## src/rtl/ks_pkg.sv

```systemverilog
// Shared types for the errors-and-erasures key solver.
package ks_pkg;
    typedef enum logic {KS_IDLE = 1'b0, KS_RUN = 1'b1} ks_state_e;
endpackage

```

## src/rtl/ks_gf_mul.sv

```systemverilog
// Combinational GF(2^M) multiplier, polynomial basis.
// Assumes PRIM is a primitive polynomial of degree M (bit M set).
module ks_gf_mul #(
    parameter int         M    = 3,
    parameter logic [M:0] PRIM = 4'b1011
) (
    input  logic [M-1:0] a,
    input  logic [M-1:0] b,
    output logic [M-1:0] p
);
    // Shift-and-add product with reduction on every shift.
    always_comb begin
        logic [M-1:0] acc;
        logic [M-1:0] sh;
        acc = '0;
        sh  = a;
        for (int i = 0; i < M; i++) begin
            if (b[i]) acc = acc ^ sh;
            if (sh[M-1]) sh = (sh << 1) ^ PRIM[M-1:0];
            else         sh = sh << 1;
        end
        p = acc;
    end
endmodule

```

## src/rtl/ks_loc_pe.sv

```systemverilog
// One coefficient slice of the locator and its auxiliary polynomial.
// Assumes b_prev carries coefficient IDX-1 of the auxiliary (zero for IDX 0),
// so that the slice sees z*B.
module ks_loc_pe #(
    parameter int         M    = 3,
    parameter logic [M:0] PRIM = 4'b1011
) (
    input  logic         clk,
    input  logic         rst_n,
    input  logic         load,
    input  logic         step,
    input  logic         flag,
    input  logic [M-1:0] gamma,
    input  logic [M-1:0] d0,
    input  logic [M-1:0] init,
    input  logic [M-1:0] b_prev,
    output logic [M-1:0] lam_q,
    output logic [M-1:0] b_q
);
    logic [M-1:0] g_lam;
    logic [M-1:0] d_b;

    ks_gf_mul #(.M(M), .PRIM(PRIM)) u_mul_g (.a(gamma), .b(lam_q),  .p(g_lam));
    ks_gf_mul #(.M(M), .PRIM(PRIM)) u_mul_d (.a(d0),    .b(b_prev), .p(d_b));

    // Seed from the erasure locator, then apply one update per step.
    always_ff @(posedge clk) begin
        if (!rst_n) begin
            lam_q <= '0;
            b_q   <= '0;
        end else if (load) begin
            lam_q <= init;
            b_q   <= init;
        end else if (step) begin
            lam_q <= g_lam ^ d_b;
            b_q   <= flag ? lam_q : b_prev;
        end
    end

    // Without a swap the auxiliary shifts up by one position.
    assert_b_shift_R6: assert property (@(posedge clk) disable iff (!rst_n)
        (step && !load && !flag) |=> (b_q == $past(b_prev)));
endmodule

```

## src/rtl/ks_disc_pe.sv

```systemverilog
// One slice of the discrepancy vector and its stored companion.
// Assumes d_next is the next-higher discrepancy coefficient (zero at the top).
module ks_disc_pe #(
    parameter int         M    = 3,
    parameter logic [M:0] PRIM = 4'b1011
) (
    input  logic         clk,
    input  logic         rst_n,
    input  logic         load,
    input  logic         step,
    input  logic         flag,
    input  logic [M-1:0] gamma,
    input  logic [M-1:0] d0,
    input  logic [M-1:0] init,
    input  logic [M-1:0] d_next,
    output logic [M-1:0] del_q,
    output logic [M-1:0] th_q
);
    logic [M-1:0] g_d;
    logic [M-1:0] d_th;

    ks_gf_mul #(.M(M), .PRIM(PRIM)) u_mul_g (.a(gamma), .b(d_next), .p(g_d));
    ks_gf_mul #(.M(M), .PRIM(PRIM)) u_mul_d (.a(d0),    .b(th_q),   .p(d_th));

    // Seed from the modified syndromes, then advance one degree per step.
    always_ff @(posedge clk) begin
        if (!rst_n) begin
            del_q <= '0;
            th_q  <= '0;
        end else if (load) begin
            del_q <= init;
            th_q  <= init;
        end else if (step) begin
            del_q <= g_d ^ d_th;
            th_q  <= flag ? d_next : th_q;
        end
    end

    // The companion vector is frozen on non-swap steps.
    assert_theta_hold_R6: assert property (@(posedge clk) disable iff (!rst_n)
        (step && !load && !flag) |=> $stable(th_q));
endmodule

```

## src/rtl/ks_ctrl.sv

```systemverilog
// Sequencer: accepts start, counts 2t-rho iterations, keeps gamma and k,
// and raises the swap flag. Assumes d0 is the lowest discrepancy register.
module ks_ctrl
    import ks_pkg::*;
#(
    parameter int M     = 3,
    parameter int T     = 2,
    parameter int RHO_W = 3
) (
    input  logic             clk,
    input  logic             rst_n,
    input  logic             start,
    input  logic [RHO_W-1:0] rho,
    input  logic [M-1:0]     d0,
    output logic             load,
    output logic             step,
    output logic             flag,
    output logic [M-1:0]     gamma,
    output logic             busy,
    output logic             done,
    output logic             reject
);
    localparam int TWO_T = 2 * T;
    localparam int RW    = $clog2(TWO_T + 1);
    localparam int KW    = $clog2(TWO_T + 1) + 1;

    ks_state_e             state_q;
    logic [RW-1:0]         rem_q;
    logic signed [KW-1:0]  k_q;
    logic                  rho_bad;

    assign rho_bad = ({1'b0, rho} > (RHO_W + 1)'(TWO_T));
    assign busy    = (state_q == KS_RUN);
    assign load    = !busy && start && !rho_bad;
    assign step    = busy && (rem_q != '0);
    assign flag    = (d0 != '0) && !k_q[KW-1];

    // Run state, iteration counter, pulses, gamma and k.
    always_ff @(posedge clk) begin
        if (!rst_n) begin
            state_q <= KS_IDLE;
            rem_q   <= '0;
            k_q     <= '0;
            gamma   <= '0;
            done    <= 1'b0;
            reject  <= 1'b0;
        end else begin
            done   <= 1'b0;
            reject <= 1'b0;
            if (!busy) begin
                if (start && rho_bad) begin
                    reject <= 1'b1;
                end else if (load) begin
                    state_q <= KS_RUN;
                    rem_q   <= RW'(TWO_T) - RW'(rho);
                    k_q     <= '0;
                    gamma   <= M'(1);
                end
            end else if (step) begin
                rem_q <= rem_q - RW'(1);
                if (flag) begin
                    gamma <= d0;
                    k_q   <= ~k_q;
                end else begin
                    k_q   <= k_q + KW'(1);
                end
            end else begin
                state_q <= KS_IDLE;
                done    <= 1'b1;
            end
        end
    end

    assert_reject_idle_R3: assert property (@(posedge clk) disable iff (!rst_n)
        (start && !busy && rho_bad) |=> (reject && !busy && !done));
    assert_done_pulse_R2: assert property (@(posedge clk) disable iff (!rst_n)
        done |=> !done);
    assert_done_after_run_R2: assert property (@(posedge clk) disable iff (!rst_n)
        done |-> ($past(busy) && !busy));
    assert_keep_running_R8: assert property (@(posedge clk) disable iff (!rst_n)
        step |=> busy);
    assert_k_range_R6: assert property (@(posedge clk) disable iff (!rst_n)
        busy |-> ((k_q >= -TWO_T) && (k_q <= TWO_T)));
endmodule

```

## src/rtl/ks_eras_keysolver.sv

```systemverilog
// Division-free errors-and-erasures key equation solver, one iteration per
// clock. Assumes fsyn_i holds coefficients rho..2t-1 of Gamma(z)S(z),
// zero-padded, and eras_loc_i holds Gamma(z) with Gamma_0 = 1.
module ks_eras_keysolver #(
    parameter int         M     = 3,
    parameter int         T     = 2,
    parameter logic [M:0] PRIM  = 4'b1011,
    parameter int         RHO_W = 3
) (
    input  logic                   clk,
    input  logic                   rst_n,
    input  logic                   start,
    input  logic [RHO_W-1:0]       rho_i,
    input  logic [(2*T+1)*M-1:0]   eras_loc_i,
    input  logic [2*T*M-1:0]       fsyn_i,
    output logic [(2*T+1)*M-1:0]   lambda_o,
    output logic                   busy_o,
    output logic                   done_o,
    output logic                   reject_o
);
    localparam int NS = 2 * T;
    localparam int NL = 2 * T + 1;

    logic         load;
    logic         step;
    logic         flag;
    logic [M-1:0] gamma;
    logic [M-1:0] lam_w [NL];
    logic [M-1:0] b_w   [NL];
    logic [M-1:0] del_w [NS];
    logic [M-1:0] th_w  [NS];

    ks_ctrl #(.M(M), .T(T), .RHO_W(RHO_W)) u_ctrl (
        .clk(clk), .rst_n(rst_n), .start(start), .rho(rho_i), .d0(del_w[0]),
        .load(load), .step(step), .flag(flag), .gamma(gamma),
        .busy(busy_o), .done(done_o), .reject(reject_o)
    );

    for (genvar i = 0; i < NL; i++) begin : g_loc
        logic [M-1:0] bp;
        if (i == 0) begin : g_first
            assign bp = '0;
        end else begin : g_rest
            assign bp = b_w[i-1];
        end
        ks_loc_pe #(.M(M), .PRIM(PRIM)) u_pe (
            .clk(clk), .rst_n(rst_n), .load(load), .step(step), .flag(flag),
            .gamma(gamma), .d0(del_w[0]), .init(eras_loc_i[i*M +: M]),
            .b_prev(bp), .lam_q(lam_w[i]), .b_q(b_w[i])
        );
        assign lambda_o[i*M +: M] = lam_w[i];
    end

    for (genvar i = 0; i < NS; i++) begin : g_disc
        logic [M-1:0] dn;
        if (i == NS - 1) begin : g_top
            assign dn = '0;
        end else begin : g_mid
            assign dn = del_w[i+1];
        end
        ks_disc_pe #(.M(M), .PRIM(PRIM)) u_pe (
            .clk(clk), .rst_n(rst_n), .load(load), .step(step), .flag(flag),
            .gamma(gamma), .d0(del_w[0]), .init(fsyn_i[i*M +: M]),
            .d_next(dn), .del_q(del_w[i]), .th_q(th_w[i])
        );
    end

    assert_out_hold_R9: assert property (@(posedge clk) disable iff (!rst_n)
        (!busy_o && !start) |=> $stable(lambda_o));
    assert_load_only_idle_R8: assert property (@(posedge clk) disable iff (!rst_n)
        (busy_o && start && step) |=> (busy_o || done_o));
endmodule

```

## config.mk

```make
export PLATFORM = sky130hd
export DESIGN_NAME = ks_eras_keysolver
export DESIGN_NICKNAME = d
export VERILOG_FILES = /design/src/rtl/ks_pkg.sv /design/src/rtl/ks_gf_mul.sv /design/src/rtl/ks_loc_pe.sv /design/src/rtl/ks_disc_pe.sv /design/src/rtl/ks_ctrl.sv /design/src/rtl/ks_eras_keysolver.sv
export SDC_FILE = /design/constraint.sdc
export NUM_CORES = 1
export LEC_CHECK = 0
export BUFFER_PORTS_ARGS = -buffer_cell sky130_fd_sc_hd__buf_2
export CORE_ASPECT_RATIO = 0.6
export CORE_UTILIZATION = 45
export DETAILED_ROUTE_END_ITERATION = 8
export PLACE_DENSITY = 0.74
export SYNTH_ARGS = -nofsm -noshare
export SYNTH_HDL_FRONTEND = slang
export SYNTH_HIERARCHICAL = 1
export SYNTH_SLANG_ARGS = --single-unit
export TNS_END_PERCENT = 100
```

## constraint.sdc

```tcl
create_clock -name clk -period 2.8 [get_ports clk]
set_input_delay 0.14 -clock clk [delete_from_list [all_inputs] [get_ports clk]]
set_output_delay 0.14 -clock clk [all_outputs]
set_load 0.05 [all_outputs]
```

# Word level (Yosys, flattened, before mapping)
# Index checks and enable logic that the tools add are counted.
dict set report word_totals {
  regBits 64
  in_bits 33
  output_inout_bits 18
  word_cells 207
}
dict set report op_classes {
  addsub 3
  magnitude_cmp 1
  n_eq_ne 3
  mux 114
  n_bitwise 45
  n_reduce_logical 18
}
# operator count
set ops {}
lappend ops {{two-way mux 3 bit} 99}
lappend ops {{XOR 3 bit} 39}
lappend ops {{two-way mux 4 bit} 5}
lappend ops {{two-way mux 2 bit} 4}
lappend ops {{inverter 2 bit} 4}
lappend ops {{two-way mux 1 bit} 6}
lappend ops {{inequality test 2 x 1 -> 1 bit, second input constant} 3}
lappend ops {{nonzero test 2 bit} 3}
lappend ops {{nonzero test 3 bit} 2}
lappend ops {{logical AND 1 bit} 5}
lappend ops {{adder 4 x 2 -> 4 bit, second input constant} 1}
lappend ops {{inverter 4 bit} 1}
lappend ops {{AND reduction 2 bit} 2}
lappend ops {{AND reduction 4 bit} 1}
lappend ops {{greater-than comparator 3 bit, second input constant} 1}
lappend ops {{logical NOT 1 bit} 3}
lappend ops {{AND reduction 3 bit} 1}
lappend ops {{subtractor 3 x 1 -> 3 bit, second input constant} 1}
lappend ops {{subtractor 3 bit, first input constant} 1}
lappend ops {{OR reduction 2 bit} 1}
lappend ops {{inverter 1 bit} 1}

# Longest topological paths before layout
# Gate-level depths: netlist of the first run.
dict set report logic_depth {
  depth_word 9
  ltp_mapped 8
  ltp_nobuf 7
}

# Modules after synthesis
# The synthesis of the first run kept the hierarchy.
# mod n_inst cells_per_inst area_per_inst_um2
set modules_own_cells {}
lappend modules_own_cells {{ks_gf_mul (g_disc[0].u_pe.u_mul_d ...)} 17 28 181.4}
lappend modules_own_cells {ks_loc_pe 5 30 331.6}
lappend modules_own_cells {ks_disc_pe 4 33 331.6}
lappend modules_own_cells {ks_ctrl 1 81 693.2}
lappend modules_own_cells {{ks_gf_mul (g_loc[0].u_pe.u_mul_g)} 1 27 166.4}
lappend modules_own_cells {ks_eras_keysolver 1 1 3.8}

# Worst setup path before layout of the first run
# No wires, ideal clock.
dict set report synth_timing {
  kind {flip-flop to flip-flop}
  startpoint {reg g_disc[0].u_pe.del_q[1]}
  endpoint {reg g_disc[0].u_pe.th_q[0]}
  arrival_ns 2.851
  setup_slack_ns -0.172
  path_stages_with_launch 6
  n_path_buf 0
  synth_period_minus_slack_ns 2.972
  cell_sequence {dfxtp_1 -> nor3_1 -> or2_2 -> inv_1 -> a21boi_1 -> o311a_1}
}
dict set report synth_via {
  elab_chain_len 4
}
# element line
set synth_lines {}
lappend synth_lines {{start, declared} ks_disc_pe.sv:16} ;# output logic [M-1:0] del_q,
lappend synth_lines {{start signal, assigned} ks_disc_pe.sv:31} ;# del_q <= init;
lappend synth_lines {{start signal, assigned} ks_disc_pe.sv:34} ;# del_q <= g_d ^ d_th;
lappend synth_lines {{nonzero test 3 bit} ks_ctrl.sv:36} ;# assign flag = (d0 != '0) && !k_q[KW-1];
lappend synth_lines {{logical AND 1 bit} ks_ctrl.sv:36}
lappend synth_lines {{via flag} ks_eras_keysolver.sv:26} ;# logic flag;
lappend synth_lines {{nonzero test 2 bit (no source line)} --}
lappend synth_lines {{AND reduction 2 bit (no source line)} --}
lappend synth_lines {{end signal, assigned} ks_disc_pe.sv:32} ;# th_q <= init;
lappend synth_lines {{end signal, assigned} ks_disc_pe.sv:35} ;# th_q <= flag ? d_next : th_q;
lappend synth_lines {{end, declared} ks_disc_pe.sv:17} ;# output logic [M-1:0] th_q
# The timed path passes the listed nets, and every way through them passes these cells.
# A chain may end at the register's enable or synchronous reset.

# Worst setup path after layout of the first run
dict set report layout_timing {
  startpoint {reg u_ctrl.gamma[2]}
  endpoint {reg g_loc[0].u_pe.lam_q[2]}
}
dict set report layout_via {
  elab_chain_len 7
  word_cells_on_any_way 8
  cone_classes {mux (6); bitwise (2)}
}
# element line
set layout_lines {}
lappend layout_lines {{start, declared} ks_ctrl.sv:18} ;# output logic [M-1:0] gamma,
lappend layout_lines {{start signal, assigned} ks_ctrl.sv:44} ;# gamma <= '0;
lappend layout_lines {{start signal, assigned} ks_ctrl.sv:57} ;# gamma <= M'(1);
lappend layout_lines {{start signal, assigned} ks_ctrl.sv:62} ;# gamma <= d0;
lappend layout_lines {{two-way mux 3 bit} ks_gf_mul.sv:18} ;# if (b[i]) acc = acc ^ sh;
lappend layout_lines {{XOR 3 bit} ks_gf_mul.sv:18}
lappend layout_lines {{two-way mux 3 bit} ks_gf_mul.sv:18}
lappend layout_lines {{XOR 3 bit} ks_gf_mul.sv:18}
lappend layout_lines {{two-way mux 3 bit *} ks_gf_mul.sv:18}
lappend layout_lines {{via g_loc[0].u_pe.g_lam[2]} ks_loc_pe.sv:20} ;# logic [M-1:0] g_lam;
lappend layout_lines {{two-way mux 3 bit *} ks_loc_pe.sv:34} ;# end else if (step) begin
lappend layout_lines {{two-way mux 3 bit *} ks_loc_pe.sv:31} ;# end else if (load) begin
lappend layout_lines {{end signal, assigned} ks_loc_pe.sv:32} ;# lam_q <= init;
lappend layout_lines {{end signal, assigned} ks_loc_pe.sv:35} ;# lam_q <= g_lam ^ d_b;
lappend layout_lines {{end, declared} ks_loc_pe.sv:17} ;# output logic [M-1:0] lam_q,
# Mark *: on every way through the listed nets, which the timed path passes. The rest lies on a longest branch. The select of a mux whose other input is x is not followed.

==> impl_metrics.py, run 1 <==
metrics = {
    "run_status": {
        "outcome": "completed",
    },
    "critical_path": {
        "crit_path_max_fanout": 30,
        "reg2reg_to": "g_loc[0].u_pe/lam_q[2]",
        "slowest_stage": "dfxtp_1",
        "crit_start": "u_ctrl/gamma[2]",
        "worstReg2RegStart": "u_ctrl/gamma[2]",
        "crit_type": "flip-flop to flip-flop",
        "r2r_slack_ps": 700,
        "reg2regPathDepth": 7,
        "worstPathRequired_ps": 3040,
        "endpoint_kind": "flip-flop",
        "crit_chain": "buf_4 > inv_1 > o211ai_1 > a21boi_2 > xor2_1 > xnor2_1 > o221ai_1",
        "slowest_delay_ps": 610,
        "cp-start-kind": "flip-flop",
        "crit_arrival_ps": 2340,
    },
    "placed_design": {
        "gp_congestion": 0.795,
        "hpwl_microns": 11000,
        "port_buffers": 50,
    },
    "clocking": {
        "cts-resized-gates": 0,
        "htreeDepth": 3,
        "clk_latency_ps": 340,
        "cts_sinks": 64,
        "cts_setup_buffers": 0,
        "clkSlewWorstSetupHoldPaths_ps": 60,
        "cts_root_buf": "clkbuf_16",
        "cts_tree": "built",
        "holdBufCountCts": 0,
        "cts_buffers": 9,
        "cts_max_path_buffers": 2,
    },
    "drt": {
        "wl_per_cell_microns": 14.4,
        "final_antenna_net_count": 0,
        "firstDrtPassIters": 5,
        "via_count": 6333,
        "drt_wl_total_microns": 16800,
        "via_per_inst": 5.45,
        "drt-initial-drc-count": 504,
        "drcViolationCount": 0,
    },
    "floorplan": {
        "core_sq_um": 14600,
        "io_pins": 51,
        "num_rows": 34,
        "dieArea_sq_um": 15600,
        "start_util_pct": 46.5,
        "die_y_microns": 97.1,
        "die_x_microns": 161,
    },
    "timing": {
        "setup_viol": 0,
        "worst_pin_slew_ps": 567,
        "fin_setup_tns_ps": 0,
        "rsz0062_at_grt": "no",
        "slew_headroom_pct": 62.2,
        "timing.fmax_mhz": 477,
        "final.period_utilization_pct": 74.9,
        "period_minus_slack_ps": 2100,
        "finalClockSkew_ps": 5.39,
        "report.final.slew_viol_count": 0,
        "hold_violations": 0,
        "finalHoldWorstSlack_ps": 51.7,
    },
    "pwr": {
        "peakVddDrop_uv": 248,
        "leakagePower_nw": 2.92,
        "power_density_nw_per_um2": 410,
    },
    "hold_path": {
        "hp-class": "primary input to flip-flop",
        "worstHoldStart": "eras_loc_i[14]",
        "hold_path_depth": 3,
        "hold-path-endpoint": "g_loc[4].u_pe/lam_q[2]",
    },
    "final_layout": {
        "final_common_cell": "nand2_1",
        "post-route-util_pct": 53.5,
        "syn2layout_area_growth_pct": 15.1,
        "final_nets": 996,
        "num_antenna_cells": 0,
        "most-common-layout-cells": "nand2_1 (115), xnor2_1 (80), nand2b_1 (75), o21ai_0 (74), mux2i_1 (64)",
        "layout-drive-gt1-share_pct": 17.6,
    },
    "global_routing": {
        "grt_start_max_net_pins": 100,
        "grt_pass1_vias": 5671,
        "gr-total-overflow": 0,
        "grt.total_usage_pct": 21.8,
        "grt_pass1_wl_microns": 28400,
        "antenna_found_initial": 0,
    },
    "flow_run": {
        "drv_cap": 0,
    },
    "logic_synthesis": {
        "postSynthCellCount": 855,
        "ys_warn_count": 6,
        "avgSynthCellArea_sq_um": 7.94,
        "mappedNetlistArea_sq_um": 6790,
    },
}
-- flip-flops by register name, summed over array words and instances, names as in the netlist --
| signal | flops |
|---|---|
| g_disc.u_pe/del_q | 12 |
| g_disc.u_pe/th_q | 12 |
| g_loc.u_pe/b_q | 12 |
| g_loc.u_pe/lam_q | 15 |
| u_ctrl/busy | 1 |
| u_ctrl/done | 1 |
| u_ctrl/gamma | 3 |
| u_ctrl/k_q | 4 |
| u_ctrl/reject | 1 |
| u_ctrl/rem_q | 3 |
-- final cells by class --
type	count	area, sq um
clock buffer	9	225
clock inverter	7	95.1
fill	1373	6780
inverter	27	101
multi-input combinational	795	5440
sequential	64	1280
tap	198	248
timing repair buffer	62	415
-- worst max-delay path by stage --
stage | end | slack [ps] | cells after the start
3_3_place_gp | g_loc[0].u_pe/lam_q[1] | 830 | 7
2_1_floorplan | g_disc[0].u_pe/th_q[0] | 140 | 5
3_5_place_dp | g_loc[0].u_pe/lam_q[2] | 760 | 7
5_1_grt | g_loc[0].u_pe/lam_q[1] | 530 | 7
6_report | g_loc[0].u_pe/lam_q[2] | 700 | 7
4_1_cts | g_loc[0].u_pe/lam_q[2] | 740 | 7
-- power breakdown --
part,switching [mW],internal [mW]
Clock,0.444,0.780
Sequential,0.139,0.977
Combinational,0.468,0.397
-- per-layer routing --
metal,vias up,GRT usage [%],part of all wire (%)
met3,9,3.37,4.6
met1,2954,32.5,52
li1,3222,-,-
met5,-,0,0
met4,0,4.03,0.54
met2,148,32.9,42
-- metrics by stage --
| stage | cells | setup slack (ps) | cell area [sq um] | total power, mW |
|---|---|---|---|---|
| floorplan | 902 | 139 | 6970 | 1.76 |
| global placement | 1146 | 831 | 7490 | 1.97 |
| detailed placement | 1146 | 762 | 7490 | 1.98 |
| CTS | 1162 | 739 | 7810 | 3.21 |
| global route | 1162 | 531 | 7810 | 3.37 |
| finish | 1162 | 703 | 7810 | 3.20 |
-- worst max-delay path: cells and delay by family, from the launching register on --
kind / cells / cell delay [ps]
flip-flops: 1 / 610
AO/OA/AOI/OAI: 3 / 570
buffers and inverters: 2 / 550
XOR/XNOR: 2 / 260
No activity file was read; power rests on OpenSTA's default activity.
==> run 2: changes to the inputs <==
==> constraint.sdc (replaced) <==
create_clock -name clk -period 1.74 [get_ports clk]
set_input_delay 0.087 -clock clk [delete_from_list [all_inputs] [get_ports clk]]
set_output_delay 0.087 -clock clk [all_outputs]
set_load 0.05 [all_outputs]
==> impl_metrics.py, run 2 (synthesis gave the netlist of run 1 again) <==
metrics = {
    "timing": {
        "fin_ws_ps": 47.2,
        "rsz0062_at_grt": "yes",
        "worst_pin_slew_ps": 849,
        "slew_headroom_pct": 42.7,
        "period_minus_slack_ps": 1690,
        "final.period_utilization_pct": 97.3,
        "setup_viol": 0,
        "timing.fmax_mhz": 591,
        "finalHoldWorstSlack_ps": 3.45,
        "hold_violations": 0,
        "report.final.slew_viol_count": 0,
        "finalClockSkew_ps": 7.38,
    },
    "drt": {
        "drt-initial-drc-count": 761,
        "firstDrtPassIters": 5,
        "final_antenna_net_count": 0,
        "via_per_inst": 5.50,
        "drt_wl_total_microns": 18500,
        "via_count": 6717,
        "wl_per_cell_microns": 15.1,
        "drcViolationCount": 0,
    },
    "floorplan": {
        "num_rows": 34,
        "start_util_pct": 46.5,
        "io_pins": 51,
        "die_y_microns": 97.1,
        "core_sq_um": 14600,
        "die_x_microns": 161,
        "dieArea_sq_um": 15600,
    },
    "global_routing": {
        "grt_start_max_net_pins": 56,
        "grt_pass1_wl_microns": 30200,
        "gr-total-overflow": 0,
        "grt_pass1_vias": 5988,
        "antenna_found_initial": 0,
        "grt.total_usage_pct": 23.4,
    },
    "pwr": {
        "power_density_nw_per_um2": 622,
        "power.share.combinational_pct": 31.6,
        "clkPwrFrac_pct": 35.0,
        "p_sw_share_pct": 33.1,
        "power_switching_mw": 1.77,
        "total_power_mw": 5.35,
        "pwr-share-seq_pct": 33.4,
        "internal-power_mw": 3.58,
        "peakVddDrop_uv": 408,
        "leakagePower_nw": 3.32,
    },
    "critical_path": {
        "worstPathRequired_ps": 1950,
        "crit_type": "flip-flop to flip-flop",
        "cp-start-kind": "flip-flop",
        "crit_arrival_ps": 1900,
        "crit_path_max_fanout": 11,
        "endpoint_kind": "flip-flop",
    },
    "final_layout": {
        "top_register": "g_loc.u_pe/lam_q",
        "post-route-util_pct": 59.0,
        "syn2layout_area_growth_pct": 26.8,
        "num_antenna_cells": 0,
        "most-common-layout-cells": "nand2_1 (115), xnor2_1 (77), nand2b_1 (71), o21ai_0 (63), mux2i_1 (56)",
        "stdcell_count": 1222,
        "final_nets": 1056,
        "layout-drive-gt1-share_pct": 25.7,
        "final_common_cell": "nand2_1",
        "largest_reg_flops": 15,
    },
    "hold_path": {
        "hp-class": "primary input to flip-flop",
    },
    "run_status": {
        "outcome": "completed",
    },
    "clocking": {
        "clkSlewWorstSetupHoldPaths_ps": 60,
        "cts_max_path_buffers": 2,
        "htreeDepth": 3,
        "clk_latency_ps": 340,
        "cts_root_buf": "clkbuf_16",
        "cts_tree": "built",
        "cts_buffers": 9,
        "cts_sinks": 64,
    },
    "placed_design": {
        "gp_congestion": 0.838,
        "hpwl_microns": 12800,
        "port_buffers": 50,
        "place_ws_ps": -37.5,
        "dp_cells": 1201,
    },
    "flow_run": {
        "drv_cap": 0,
    },
}
==> run 2: power by group through the flow <==
stage	registers (mW)	clock network (mW)	logic [mW]
finish	1.79	1.87	1.69
global route	1.81	1.94	1.83
CTS	1.77	1.88	1.58
detailed placement	1.80	0	1.56
global placement	1.79	0	1.54
floorplan	1.90	0	0.960
==> run 2: worst paths after layout <==
check,startpoint,to,slack [ps],cells after the start
worst max-delay path,g_disc[0].u_pe/del_q[0],g_disc[3].u_pe/del_q[0],50,7
worst min-delay path,eras_loc_i[12],g_loc[4].u_pe/lam_q[0],3,3
worst max register to register,g_disc[0].u_pe/del_q[0],g_disc[3].u_pe/del_q[0],50,7
worst min register to register,u_ctrl/rem_q[1],u_ctrl/rem_q[1],470,2
==> run 2: what timing repair did <==
item | CTS | global route
setup buffers | 0 | 4
pin swaps | 1 | 13
resized for setup | 7 | 59
hold buffers | 1 | 0
setup endpoints to repair | 6 | 36
cloned | 0 | 2
hold endpoints to repair | 1 | 0
==> run 2: cell type report <==
| type | count | area [sq um] |
|---|---|---|
| clock inverters | 3 | 40.0 |
| clock buffers | 13 | 260 |
| multi-input cells | 795 | 5610 |
| well taps | 198 | 248 |
| fillers | 1260 | 5990 |
| flip-flops and latches | 64 | 1310 |
| inverters | 27 | 109 |
| repair buffers | 122 | 1030 |
==> run 2: worst max-delay path: stages (launching register included) <==
cell,delay [ps]
dfxtp_4,410
buf_12,150
buf_4,130
nand2_1,70
xor2_1,200
xnor2_1,140
xnor2_1,320
o211ai_1,150
==> run 2: through the flow <==
stage	setup TNS [ps]	area, sq um
floorplan	-8970	7030
finish	0	8610
global placement	-43.8	8050
global route	-216	8610
detailed placement	-82.7	8050
CTS	0	8370
==> run 2: per-layer routing <==
metal,global-route usage [%],share of wire (%)
met1,35.9,52
met2,33.6,42
met3,4.05,5.7
met4,4.32,0.74
met5,0,0
